===== src/rtl/slpw_pkg.sv =====
package slpw_pkg;
  typedef enum logic [1:0] {
    OSC_RC = 2'b00,
    OSC_LP = 2'b01,
    OSC_XT = 2'b10,
    OSC_HS = 2'b11
  } osc_mode_t;

  typedef enum logic [1:0] {
    ST_RUN   = 2'd0,
    ST_SLEEP = 2'd1,
    ST_START = 2'd2,
    ST_VECT  = 2'd3
  } pm_state_t;
endpackage


===== src/rtl/slpw_wake_detect.sv =====
module slpw_wake_detect #(
  parameter int N_IRQ = 3
) (
  input  logic [N_IRQ-1:0] irq_flag,
  input  logic [N_IRQ-1:0] irq_en,
  input  logic             wdt_en,
  input  logic             wdt_to,
  output logic             irq_hit,
  output logic             wdt_hit,
  output logic             wake
);
  logic [N_IRQ-1:0] armed;

  // one gate per source, so a new source only widens the vector
  for (genvar g = 0; g < N_IRQ; g++) begin : g_src
    assign armed[g] = irq_flag[g] & irq_en[g];
  end

  assign irq_hit = |armed;
  assign wdt_hit = wdt_en & wdt_to;
  assign wake    = irq_hit | wdt_hit;
endmodule


===== src/rtl/slpw_startup_cnt.sv =====
module slpw_startup_cnt #(
  parameter int LIMIT = 1024
) (
  input  logic clk,
  input  logic rst,
  input  logic run,
  input  logic tick,
  output logic done
);
  localparam int CW = $clog2(LIMIT + 1);
  localparam logic [CW-1:0] LAST = CW'(LIMIT - 1);

  logic [CW-1:0] cnt;

  always_ff @(posedge clk) begin
    if (rst || !run) cnt <= '0;
    else if (tick && cnt != LAST) cnt <= cnt + 1'b1;
  end

  // terminal tick: the edge that samples the LIMIT-th oscillator edge
  assign done = run && tick && (cnt == LAST);
endmodule


===== src/rtl/slpw_ctrl.sv =====
module slpw_ctrl
  import slpw_pkg::*;
#(
  parameter int N_IRQ       = 3,
  parameter int STARTUP_CYC = 1024
) (
  input  logic             clk,
  input  logic             rst,
  input  logic             ext_rst_i,
  input  logic             sleep_i,
  input  logic             wdt_en_i,
  input  logic             wdt_to_i,
  input  logic [1:0]       osc_mode_i,
  input  logic             osc_tick_i,
  input  logic             gie_i,
  input  logic [N_IRQ-1:0] irq_flag_i,
  input  logic [N_IRQ-1:0] irq_en_i,
  output logic             osc_en_o,
  output logic             core_clk_en_o,
  output logic             clk_ready_o,
  output logic             pd_o,
  output logic             to_o,
  output logic             wdt_clr_o,
  output logic             dev_rst_o,
  output logic             exec_next_o,
  output logic             vector_o
);
  pm_state_t state;
  logic      vec_pend;
  logic      irq_hit, wdt_hit, wake;
  logic      cnt_done;
  logic      skip_start;
  logic      vec_now;

  slpw_wake_detect #(.N_IRQ(N_IRQ)) u_wake (
    .irq_flag (irq_flag_i),
    .irq_en   (irq_en_i),
    .wdt_en   (wdt_en_i),
    .wdt_to   (wdt_to_i),
    .irq_hit  (irq_hit),
    .wdt_hit  (wdt_hit),
    .wake     (wake)
  );

  slpw_startup_cnt #(.LIMIT(STARTUP_CYC)) u_start (
    .clk  (clk),
    .rst  (rst),
    .run  (state == ST_START),
    .tick (osc_tick_i),
    .done (cnt_done)
  );

  assign skip_start = (osc_mode_t'(osc_mode_i) == OSC_RC);
  assign vec_now    = gie_i & irq_hit;

  always_ff @(posedge clk) begin
    if (rst) begin
      state         <= ST_RUN;
      vec_pend      <= 1'b0;
      osc_en_o      <= 1'b1;
      core_clk_en_o <= 1'b1;
      clk_ready_o   <= 1'b1;
      pd_o          <= 1'b1;
      to_o          <= 1'b1;
      wdt_clr_o     <= 1'b0;
      dev_rst_o     <= 1'b0;
      exec_next_o   <= 1'b0;
      vector_o      <= 1'b0;
    end else begin
      wdt_clr_o   <= 1'b0;
      dev_rst_o   <= 1'b0;
      exec_next_o <= 1'b0;
      vector_o    <= 1'b0;
      if (ext_rst_i) begin
        state         <= ST_RUN;
        vec_pend      <= 1'b0;
        osc_en_o      <= 1'b1;
        core_clk_en_o <= 1'b1;
        clk_ready_o   <= 1'b1;
        dev_rst_o     <= 1'b1;
      end else begin
        unique case (state)
          ST_RUN: if (sleep_i) begin
            state         <= ST_SLEEP;
            pd_o          <= 1'b0;
            to_o          <= 1'b1;
            osc_en_o      <= 1'b0;
            core_clk_en_o <= 1'b0;
            clk_ready_o   <= 1'b0;
            wdt_clr_o     <= 1'b1;
          end
          ST_SLEEP: if (wake) begin
            osc_en_o <= 1'b1;
            vec_pend <= vec_now;
            if (wdt_hit) to_o <= 1'b0;
            if (skip_start) begin
              core_clk_en_o <= 1'b1;
              clk_ready_o   <= 1'b1;
              exec_next_o   <= 1'b1;
              state         <= vec_now ? ST_VECT : ST_RUN;
            end else begin
              state <= ST_START;
            end
          end
          ST_START: if (cnt_done) begin
            core_clk_en_o <= 1'b1;
            clk_ready_o   <= 1'b1;
            exec_next_o   <= 1'b1;
            state         <= vec_pend ? ST_VECT : ST_RUN;
          end
          ST_VECT: begin
            vector_o <= 1'b1;
            vec_pend <= 1'b0;
            state    <= ST_RUN;
          end
          default: state <= ST_RUN;
        endcase
      end
    end
  end
endmodule


===== config.mk =====
export PLATFORM = sky130hd
export DESIGN_NAME = slpw_ctrl
export DESIGN_NICKNAME = d
export VERILOG_FILES = /design/src/rtl/slpw_pkg.sv /design/src/rtl/slpw_wake_detect.sv /design/src/rtl/slpw_startup_cnt.sv /design/src/rtl/slpw_ctrl.sv
export SDC_FILE = /design/constraint.sdc
export NUM_CORES = 1
export LEC_CHECK = 0
export BUFFER_PORTS_ARGS = -buffer_cell sky130_fd_sc_hd__buf_2
export CORE_MARGIN = 2
export CORE_UTILIZATION = 56
export CTS_CLUSTER_SIZE = 28
export DETAILED_ROUTE_END_ITERATION = 7
export PLACE_DENSITY = 0.79
export SLEW_MARGIN = 20
export SYNTH_ARGS = -nofsm -noshare
export SYNTH_HDL_FRONTEND = slang
export SYNTH_SLANG_ARGS = --single-unit

===== constraint.sdc =====
create_clock -name clk -period 5.4 [get_ports clk]
set_input_delay 0.54 -clock clk [delete_from_list [all_inputs] [get_ports clk]]
set_output_delay 0.54 -clock clk [all_outputs]
set_load 0.01 [all_outputs]

==> metrics.md, run 1 <==
| Metric | Value |
|---|---|
| Yosys top cell by area | dfxtp_1 |
| Syn nets | 151 |
| Tot GR Track Use | 21.7% |
| Dominant cells by area after synthesis | dfxtp_1 (39%), ha_1 (5.6%), a21oi_1 (5.4%) |
| Global-route wire length before repair | 4.02 mm |
| P_sw | 0.0748 mW |
| Actual slew at the worst max-slew pin | 0.886 ns |
| Clock tree from TritonCTS | yes |
| Max Freq | 0.502 GHz |
| Max clock buf depth | 2 |
| Clock Power Share | 39.5% |
| Core Area | 1920 um2 |
| Die height | 48.7 um |
| Peak supply drop | 0.197 mV |
| Placed cell area | 1260 um2 |
| P&R area growth vs syn | 17.0% |
| DRT Pass-1 Iters | 4 |
| DRT antenna net count | 0 |
| # clock sinks | 22 |
| # nets final | 177 |
| Synthesized area per cell | 8.60 um2 |
| Internal Power | 0.255 mW |
| Comb pwr share | 9.8% |
| RSZ-0062 raised after global routing | false |
| TritonCTS Buffers | 3 |
| Switch share | 22.7% |
| Synth Warn # | 0 |
| Worst Path Required | 5.63 ns |
| Pwr/cell area | 252 nW/um2 |
| Top Ports | 25 |
| Vias per inst | 5.98 |
| Rows | 16 |
| Post-CTS Hold Buffers | 0 |
| CP Class | reg2reg |
| Worst Skew | 0.00263 ns |
| Clock slew at reported path FFs | 0.13 ns |
| Layout cells sized above 1 | 23.2% |
| Final worst path period need | 1.99 ns |
| RD Place Congestion | 0.761 |
| Crit path max fanout | 7 |
| Sequential share of power | 50.7% |
| Synth Instances | 130 |
| # resized after CTS | 0 |
| CTS H-tree depth | 1 |
| Slew Limit Headroom | 40.9% |
| Clock root buffer | clkbuf_4 |
| Setup tns final | 0 ns |
| GRT overflow | 0 |
| Number of global-route vias before repair | 947 |
| Initial DRC count | 40 |
| Post-Route WL | 2.45 mm |
| Die Area | 2370 um2 |
| Initial antenna violation count | 0 |
| Worst skew pair latency | 0.32 ns |
| Port buffer count | 24 |
| Critical Path AT | 2.22 ns |
| Routed WL per cell | 13.5 um |
| # setup viols final | 0 |
| Pin count of the biggest net entering global routing | 14 |
| Worst setup EP type | flip-flop |
| Max Cap Violations | 0 |
| Initial Util | 58.2% |
| Die X-Extent | 48.7 um |
| P_leak | 0.513 nW |
| Yosys cell types | 41 |
| Worst hold path class | in2reg |
| FF+latch count, synth | 22 |
| Via Count | 1088 |
| Status | finished clean |
| Post-synth top area share | 39.4% |
| Post-detail-place hpwl | 1.82 mm |
| Post-route cell area | 1310 um2 |
| Sequential-to-total area share from yosys stat | 39.4% |
| Residual DRC | 0 |
| Final Slew Violations | 0 |
| Mapped Area | 1120 um2 |
| Setup Buffers After CTS | 0 |
| Final Cycle Share | 36.9% |
| Critical path startpoint category | flip-flop |
| Antenna diode count | 0 |
| Final Hold Vio Count | 0 |
| Total power | 0.330 mW |
## synth_stat cells
| library cell | instances |
|---|---|
| and2_1 | 2 |
| nand3b_1 | 1 |
| or3_1 | 5 |
| buf_4 | 1 |
| o31ai_1 | 4 |
| nand2_1 | 9 |
| a21oi_1 | 12 |
| nor3_1 | 2 |
| nand3_1 | 3 |
| or2_2 | 1 |
| mux2_2 | 1 |
| o31a_2 | 2 |
| nand4_1 | 3 |
| and3_1 | 3 |
| or3b_2 | 2 |
| mux2i_1 | 2 |
| a31oi_1 | 3 |
| xor2_1 | 1 |
| a211oi_1 | 1 |
| nor2b_1 | 4 |
| buf_1 | 1 |
| o311a_1 | 1 |
| buf_2 | 1 |
| xnor2_1 | 1 |
| ha_1 | 5 |
| a31o_1 | 1 |
| and3_2 | 1 |
| inv_1 | 7 |
| a222oi_1 | 1 |
| nand4b_1 | 1 |
| a221o_1 | 1 |
| and4_1 | 1 |
| nor2_1 | 12 |
| o21ai_0 | 6 |
| a21o_1 | 1 |
| a311o_1 | 1 |
| a31oi_2 | 1 |
| nand2b_1 | 1 |
| dfxtp_1 | 22 |
| o211ai_1 | 1 |
| o31a_1 | 1 |
## logic make-up after synthesis
| logic type | count (synthesis) | share of synthesized area (%) |
|---|---|---|
| compound gates | 37 | 22.5 |
| mux | 3 | 2.80 |
| fa+ha+maj | 5 | 5.59 |
| buf+inv | 10 | 3.80 |
| xor+xnor | 2 | 1.57 |
| simple gates | 51 | 24.4 |
| flops | 22 | 39.4 |
## layout make-up
type	instances	area (um2)
clock buffer	3	22.5
fill	177	613
sequential	22	440
tap	27	33.8
timing repair buffer	24	120
clock inverter	1	30.0
inverter	7	26.3
multi-input combinational	98	636
## stage by stage
step | hold slack (ns) | setup slack, ns | instances | utilization (%)
6_report | 0.444 | 3.41 | 182 | 68.1
5_1_grt | 0.443 | 3.26 | 182 | 68.1
4_1_cts | 0.449 | 3.44 | 182 | 68.1
3_5_place_dp | 0.455 | 3.20 | 178 | 65.4
3_3_place_gp | 0.445 | 3.26 | 178 | 65.4
2_1_floorplan | 0.436 | 3.48 | 130 | -
## final timing paths
kind,startpoint,end,slack [ns],cells past startpoint
hold / removal,ext_rst_i,to_o$_SDFFE_PP1P_,0.44,2
hold reg to reg,u_start.cnt[10]$_SDFFE_PP0P_,u_start.cnt[10]$_SDFFE_PP0P_,0.47,1
setup reg to reg,u_start.cnt[0]$_SDFFE_PP0P_,clk_ready_o$_SDFFE_PP1P_,3.41,5
setup / recovery,u_start.cnt[0]$_SDFFE_PP0P_,clk_ready_o$_SDFFE_PP1P_,3.41,5
## worst max-delay path, cell delays in order, from the launching register on
cell and delay [ns]:
dfxtp_1 0.43, ha_1 0.23, nand4_1 0.28, o31ai_1 0.49, a31oi_1 0.14, a311o_1 0.33
## per-layer routing
metal / vias up / wire (um) / GRT usage, %
met5: - / 0 / 0
met4: 0 / 62 / 11.0
met3: 7 / 130 / 4.32
met2: 40 / 1080 / 32.2
met1: 516 / 1180 / 30.0
li1: 525 / - / -
## power groups by stage
stage	Sequential, mW	Combinational [mW]	Clock, mW
finish	0.167	0.0323	0.130
global route	0.168	0.0353	0.136
CTS	0.167	0.0319	0.131
detailed placement	0.171	0.0318	0
global placement	0.171	0.0309	0
floorplan	0.172	0.0181	0
## state kept, by name, summed over array words and instances, names as in the netlist
register,count
clk_ready_o,1
u_start.cnt,11
vec_pend,1
vector_o,1
to_o,1
state,2
osc_en_o,1
wdt_clr_o,1
pd_o,1
exec_next_o,1
dev_rst_o,1
## cells in the final DEF, fill, tap and decap left out, types with 2 or more instances in the layout
cell      count
o31a_2        2
nor2_1       12
and3_1        3
or3b_2        2
nand3_1       3
ha_1          5
o31ai_1       4
nor2b_1       4
clkbuf_4      3
a31oi_1       3
dfxtp_1      22
mux2i_1       2
buf_2        24
nand2_1       9
nor3_1        2
nand4_1       3
a21oi_1      12
inv_1         7
or3_1         5
and2_1        2
o21ai_0       6
(Power assumes the default switching activity.)
==> run 2, diff against run 1 <==
ABC_AREA = 1   (was not set)
CORE_UTILIZATION = 48   (was 56)
PLACE_DENSITY = 0.71   (was 0.79)
clock period = 1.8 ns   (was 5.4 ns; I/O delays follow)
==> metrics.md, run 2 <==
| Metric | Value |
|---|---|
| Status | finished clean |
| Routing usage on met2 | 36.0% |
| Max reg flops | 11 |
| Post-Route WL | 2.45 mm |
| Yosys top cell by area | dfxtp_1 |
| Yosys cell types | 18 |
| DRT antenna net count | 0 |
| Crit path buf inv count | 1 |
| Most frequent cells in the layout | nand2_1 (54), nor2_1 (32), buf_2 (24), inv_1 (22), dfxtp_1 (22) |
| Via Count | 1153 |
| Top Ports | 25 |
| Max clock buf depth | 2 |
| Peak supply drop | 0.650 mV |
| Final Hold Vio Count | 0 |
| Final core utilization | 60.5% |
| Initial antenna violation count | 0 |
| Worst slack, placed | 0.201 ns |
| Clock slew at reported path FFs | 0.13 ns |
| Max Freq | 0.648 GHz |
| Post-synth top area share | 37.5% |
| Final Cycle Share | 85.7% |
| Synth Instances | 180 |
| Most frequent cell after synthesis | nand2_1 |
| # nets final | 228 |
| Vias per inst | 4.93 |
| Critical path startpoint category | flip-flop |
| Antenna diode count | 0 |
| Setup tns final | 0 ns |
| Pwr/cell area | 745 nW/um2 |
| Mapped Area | 1170 um2 |
| Initial Util | 52.1% |
| Critical Path AT | 1.75 ns |
| Synth Warn # | 0 |
| Tot GR Track Use | 20.2% |
| CP Cell Sequence | ha_1 > nand2_1 > nor2_1 > nand2_1 > nand2_2 > inv_1 > nand2_1 > a21oi_1 |
| Prevailing post-synth register cell | dfxtp_1 |
| FF+latch count, synth | 22 |
| Worst setup margin | 0.257 ns |
| Slowest library cell on the worst path | dfxtp_1 |
| Met1 Usage GRT | 22.8% |
| CP Class | reg2reg |
| Initial DRC count | 18 |
| Actual slew at the worst max-slew pin | 0.431 ns |
| Clock root buffer | clkbuf_4 |
| DRT Pass-1 Iters | 4 |
| Clock tree from TritonCTS | yes |
| CP most frequent cell | nand2_1 |
| Leading cell type in the layout, fill and taps excluded | nand2_1 |
| Placed Cells incl. Taps | 230 |
| Worst hold path class | in2reg |
| Dominant cells by area after synthesis | dfxtp_1 (38%), nand2_1 (17%), nor2_1 (11%) |
| RD Place Congestion | 0.881 |
| Syn nets | 201 |
| Final Non-Filler Cells | 234 |
| Die X-Extent | 53.4 um |
| GRT overflow | 0 |
| P_leak | 0.606 nW |
| EDFF count, synth | 0 |
| CTS H-tree depth | 1 |
| Most frequent cells after synthesis | nand2_1 (54), nor2_1 (33), dfxtp_1 (22), inv_1 (22), a21oi_1 (11) |
| Slew Limit Headroom | 71.2% |
| Global-route wire length before repair | 4.21 mm |
| Port buffer count | 24 |
| Synthesized area per cell | 6.52 um2 |
| Routed WL per cell | 10.5 um |
| Top flop regs | u_start.cnt: 11 flops, state: 2 flops |
| # setup viols final | 0 |
| Post-detail-place hpwl | 1.93 mm |
| Max Cap Violations | 0 |
| Sequential-to-total area share from yosys stat | 37.5% |
| P&R area growth vs syn | 16.3% |
| RSZ-0062 raised after global routing | false |
| # fillers | 242 |
| Worst hold margin | 0.0566 ns |
| Final Slew Violations | 0 |
| Residual DRC | 0 |
| Crit path max fanout | 14 |
| Rows | 17 |
| Post-synth ARST share | 0% |
| TritonCTS Buffers | 3 |
| Met3 Track Usage GR | 3.11% |
| Pin count of the biggest net entering global routing | 15 |
| Crit-path leading delay family | simple AND/OR/NAND/NOR gates |
| Worst skew pair latency | 0.30 ns |
| Busiest grt layer | met2 |
| Layout cells sized above 1 | 16.0% |
| Final worst path period need | 1.54 ns |
| # clock sinks | 22 |
| Biggest cell delay along the critical path | 0.41 ns |
| Number of global-route vias before repair | 1065 |
| Largest register by flop count | u_start.cnt |
| Post-CTS Hold Buffers | 0 |
| Worst setup EP type | flip-flop |
| Worst Skew | 0.0120 ns |
| Die Area | 2860 um2 |
| Core Area | 2250 um2 |
| Die height | 53.4 um |
| Worst Path Required | 2.00 ns |
run 2: cell type report:
cell class	count	area, um2	share of cell area [%]
clock buffer	3	22.5	1.65
clock inverter	1	30.0	2.20
inverter	22	82.6	6.05
multi-input combinational	134	634	46.5
sequential	22	440	32.3
tap	28	35.0	2.57
timing repair buffer	24	120	8.80
run 2: path summary, 6_finish.rpt:
kind                          startpoint                     endpoint  slack, ns  cells after the start
min reg2reg            to_o$_SDFFE_PP1P_            to_o$_SDFFE_PP1P_       0.46                      2
max          u_start.cnt[0]$_SDFFE_PP0P_  u_start.cnt[5]$_SDFFE_PP0P_       0.26                      8
max reg2reg  u_start.cnt[0]$_SDFFE_PP0P_  u_start.cnt[5]$_SDFFE_PP0P_       0.26                      8
min                                  rst         dev_rst_o$_SDFF_PP0_       0.06                      2
run 2: repair_timing:
action	CTS	global route
resized for setup	0	1
buffers inserted	0	0
endpoints found under the hold margin	0	0
endpoints found under the setup margin	0	1
run 2: through the flow:
stage	cell area [um2]	power, mW
floorplan	1170	0.611
global placement	1310	0.651
detailed placement	1310	0.654
CTS	1360	1.03
global route	1370	1.07
finish	1370	1.02
run 2: metal layers:
metal	wire (um)	vias up	part of all wire [%]
li1	-	612	-
met4	48	0	2.0
met2	1230	23	50
met3	84	6	3.4
met1	1090	512	45
met5	0	-	0
run 2: power breakdown:
group / leakage, nW / internal, mW / switching, mW
registers: 0.179 / 0.501 / 0.00779
clock network: 0.0279 / 0.225 / 0.148
logic: 0.399 / 0.0530 / 0.0828
total: 0.606 / 0.779 / 0.238
run 2: kinds of logic after synthesis:
group,Yosys count,synth area share (%)
flops,22,37.5
buf+inv,24,8.64
compound gates,16,6.82
simple gates,109,38.7
fa+ha+maj,5,5.33
xor+xnor,4,2.99
==> run 3, diff against run 2 <==
CORE_UTILIZATION = 53   (was 48)
CTS_CLUSTER_DIAMETER = 60   (was not set)
PLACE_DENSITY = 0.75   (was 0.71)
clock period = 1.68 ns   (was 1.8 ns; I/O delays follow)
==> metrics.md, run 3 (synthesis gave the netlist of run 2 again) <==
| Metric | Value |
|---|---|
| P&R area growth vs syn | 16.2% |
| Max clock buf depth | 2 |
| Slowest library cell on the worst path | dfxtp_1 |
| Clock slew at reported path FFs | 0.13 ns |
| Slew Limit Headroom | 71.8% |
| Layout cells sized above 1 | 16.8% |
| Top Ports | 25 |
| DRT Pass-1 Iters | 4 |
| Die Area | 2610 um2 |
| Port buffer count | 24 |
| Max reg flops | 11 |
| Clock Power Share | 29.2% |
| Comb pwr share | 15.7% |
| Vias per inst | 5.01 |
| Post-Route WL | 2.78 mm |
| Clock root buffer | clkbuf_4 |
| Internal Power | 0.728 mW |
| Number of global-route vias before repair | 1160 |
| # clock sinks | 22 |
| # setup viols final | 0 |
| TritonCTS Buffers | 3 |
| Worst slack, placed | 0.0842 ns |
| Final Slew Violations | 0 |
| # nets final | 230 |
| Crit path max fanout | 9 |
| Clock tree from TritonCTS | yes |
| Final worst path period need | 1.54 ns |
| Switch share | 26.3% |
| Post-route cell area | 1360 um2 |
| Initial antenna violation count | 0 |
| Critical Path AT | 1.77 ns |
| P_sw | 0.260 mW |
| Tot GR Track Use | 23.6% |
| Worst setup margin | 0.139 ns |
| Sequential share of power | 55.1% |
| Worst Path Required | 1.90 ns |
| Initial Util | 54.6% |
| CTS H-tree depth | 1 |
| DRT antenna net count | 0 |
| Final Hold Vio Count | 0 |
| Die height | 51.1 um |
| Routed WL per cell | 11.8 um |
| Post-detail-place hpwl | 2.22 mm |
| Initial DRC count | 23 |
| Placed cell area | 1330 um2 |
| Worst hold path class | in2reg |
| Worst Skew | 0.0147 ns |
| Worst setup EP type | flip-flop |
| Max Freq | 0.649 GHz |
| Biggest cell delay along the critical path | 0.39 ns |
| CP most frequent cell | nand2_1 |
| CP Class | reg2reg |
| Rows | 17 |
| Die X-Extent | 51.1 um |
| GRT overflow | 0 |
| Core Area | 2150 um2 |
| P_leak | 0.609 nW |
| Status | finished clean |
| CP Cell Sequence | ha_1 > nand2_1 > nor2_1 > nand2_1 > nand2_2 > buf_4 > nand2_1 > a21oi_1 |
| Max Cap Violations | 0 |
| Largest register by flop count | u_start.cnt |
| Final Cycle Share | 91.7% |
| Antenna diode count | 0 |
| Pwr/cell area | 724 nW/um2 |
| Pin count of the biggest net entering global routing | 13 |
| Peak supply drop | 0.613 mV |
| Actual slew at the worst max-slew pin | 0.421 ns |
| Most frequent cells in the layout | nand2_1 (54), nor2_1 (32), buf_2 (24), inv_1 (22), dfxtp_1 (22) |
| Worst skew pair latency | 0.31 ns |
| RD Place Congestion | 0.981 |
| Global-route wire length before repair | 4.65 mm |
| Leading cell type in the layout, fill and taps excluded | nand2_1 |
| Via Count | 1182 |
| Top flop regs | u_start.cnt: 11 flops, state: 2 flops |
| Residual DRC | 0 |
| Critical path startpoint category | flip-flop |
-- run 3: changes by cell type in the layout (fill, tap and decap cells not counted), sizes merged --
cell	before	now
bufinv	1	0
buf	24	26
clkbuf	3	4
-- run 3: cell type report --
type	count	area, um2
inverters	22	82.6
flip-flops and latches	22	440
clock buffers	4	36.3
repair buffers	26	135
multi-input cells	134	634
fillers	212	785
well taps	28	35.0
-- run 3: power groups by stage --
stage               combinational, mW  sequential [mW]  clock (mW)
floorplan                      0.0932            0.562           0
global placement                0.145            0.556           0
detailed placement              0.152            0.556           0
CTS                             0.152            0.545       0.297
global route                    0.177            0.547       0.314
finish                          0.155            0.545       0.288
-- run 3: critical path, delay by kind of cell (launching register included) --
family                   cells  cell delay [ns]
buffers and inverters        1             0.18
AND/OR/NAND/NOR              5             0.50
AO/OA/AOI/OAI                1             0.17
adder cells (fa/ha/maj)      1             0.22
flip-flops                   1             0.39
-- run 3: path summary, 6_finish.rpt --
| path | from | end | slack (ns) | cells past startpoint |
|---|---|---|---|---|
| min | rst | dev_rst_o$_SDFF_PP0_ | 0.04 | 2 |
| min reg2reg | osc_en_o$_SDFFE_PP1P_ | osc_en_o$_SDFFE_PP1P_ | 0.47 | 2 |
| max reg2reg | u_start.cnt[1]$_SDFFE_PP0P_ | u_start.cnt[7]$_SDFFE_PP0P_ | 0.14 | 8 |
| max | u_start.cnt[1]$_SDFFE_PP0P_ | u_start.cnt[7]$_SDFFE_PP0P_ | 0.14 | 8 |
-- run 3: layer usage --
layer | vias up | wire length, um | global-route usage (%) | share of wire [%]
met1 | 529 | 1180 | 24.4 | 42
met4 | 0 | 49 | 11.7 | 1.8
met3 | 6 | 92 | 3.22 | 3.3
li1 | 615 | - | - | -
met2 | 32 | 1470 | 45.7 | 53
met5 | - | 0 | 0 | 0
-- run 3: stage by stage --
step,setup TNS [ns],utilization [%],hold WS (ns),total power [mW],std cells
after global routing,-0.0246,63.5,0.0605,1.04,236
after CTS,0,63.4,0.0391,0.994,236
after global placement,0,61.7,0.382,0.701,232
after floorplan,0,-,0.240,0.655,180
after detailed placement,0,61.7,0.382,0.708,232
final,0,63.5,0.0447,0.988,236
-- run 3: timing repair --
action,4_1_cts,5_1_grt
resized for setup,0,1
hold buffers,0,0
buffers inserted,0,0
setup endpoints to repair,0,4
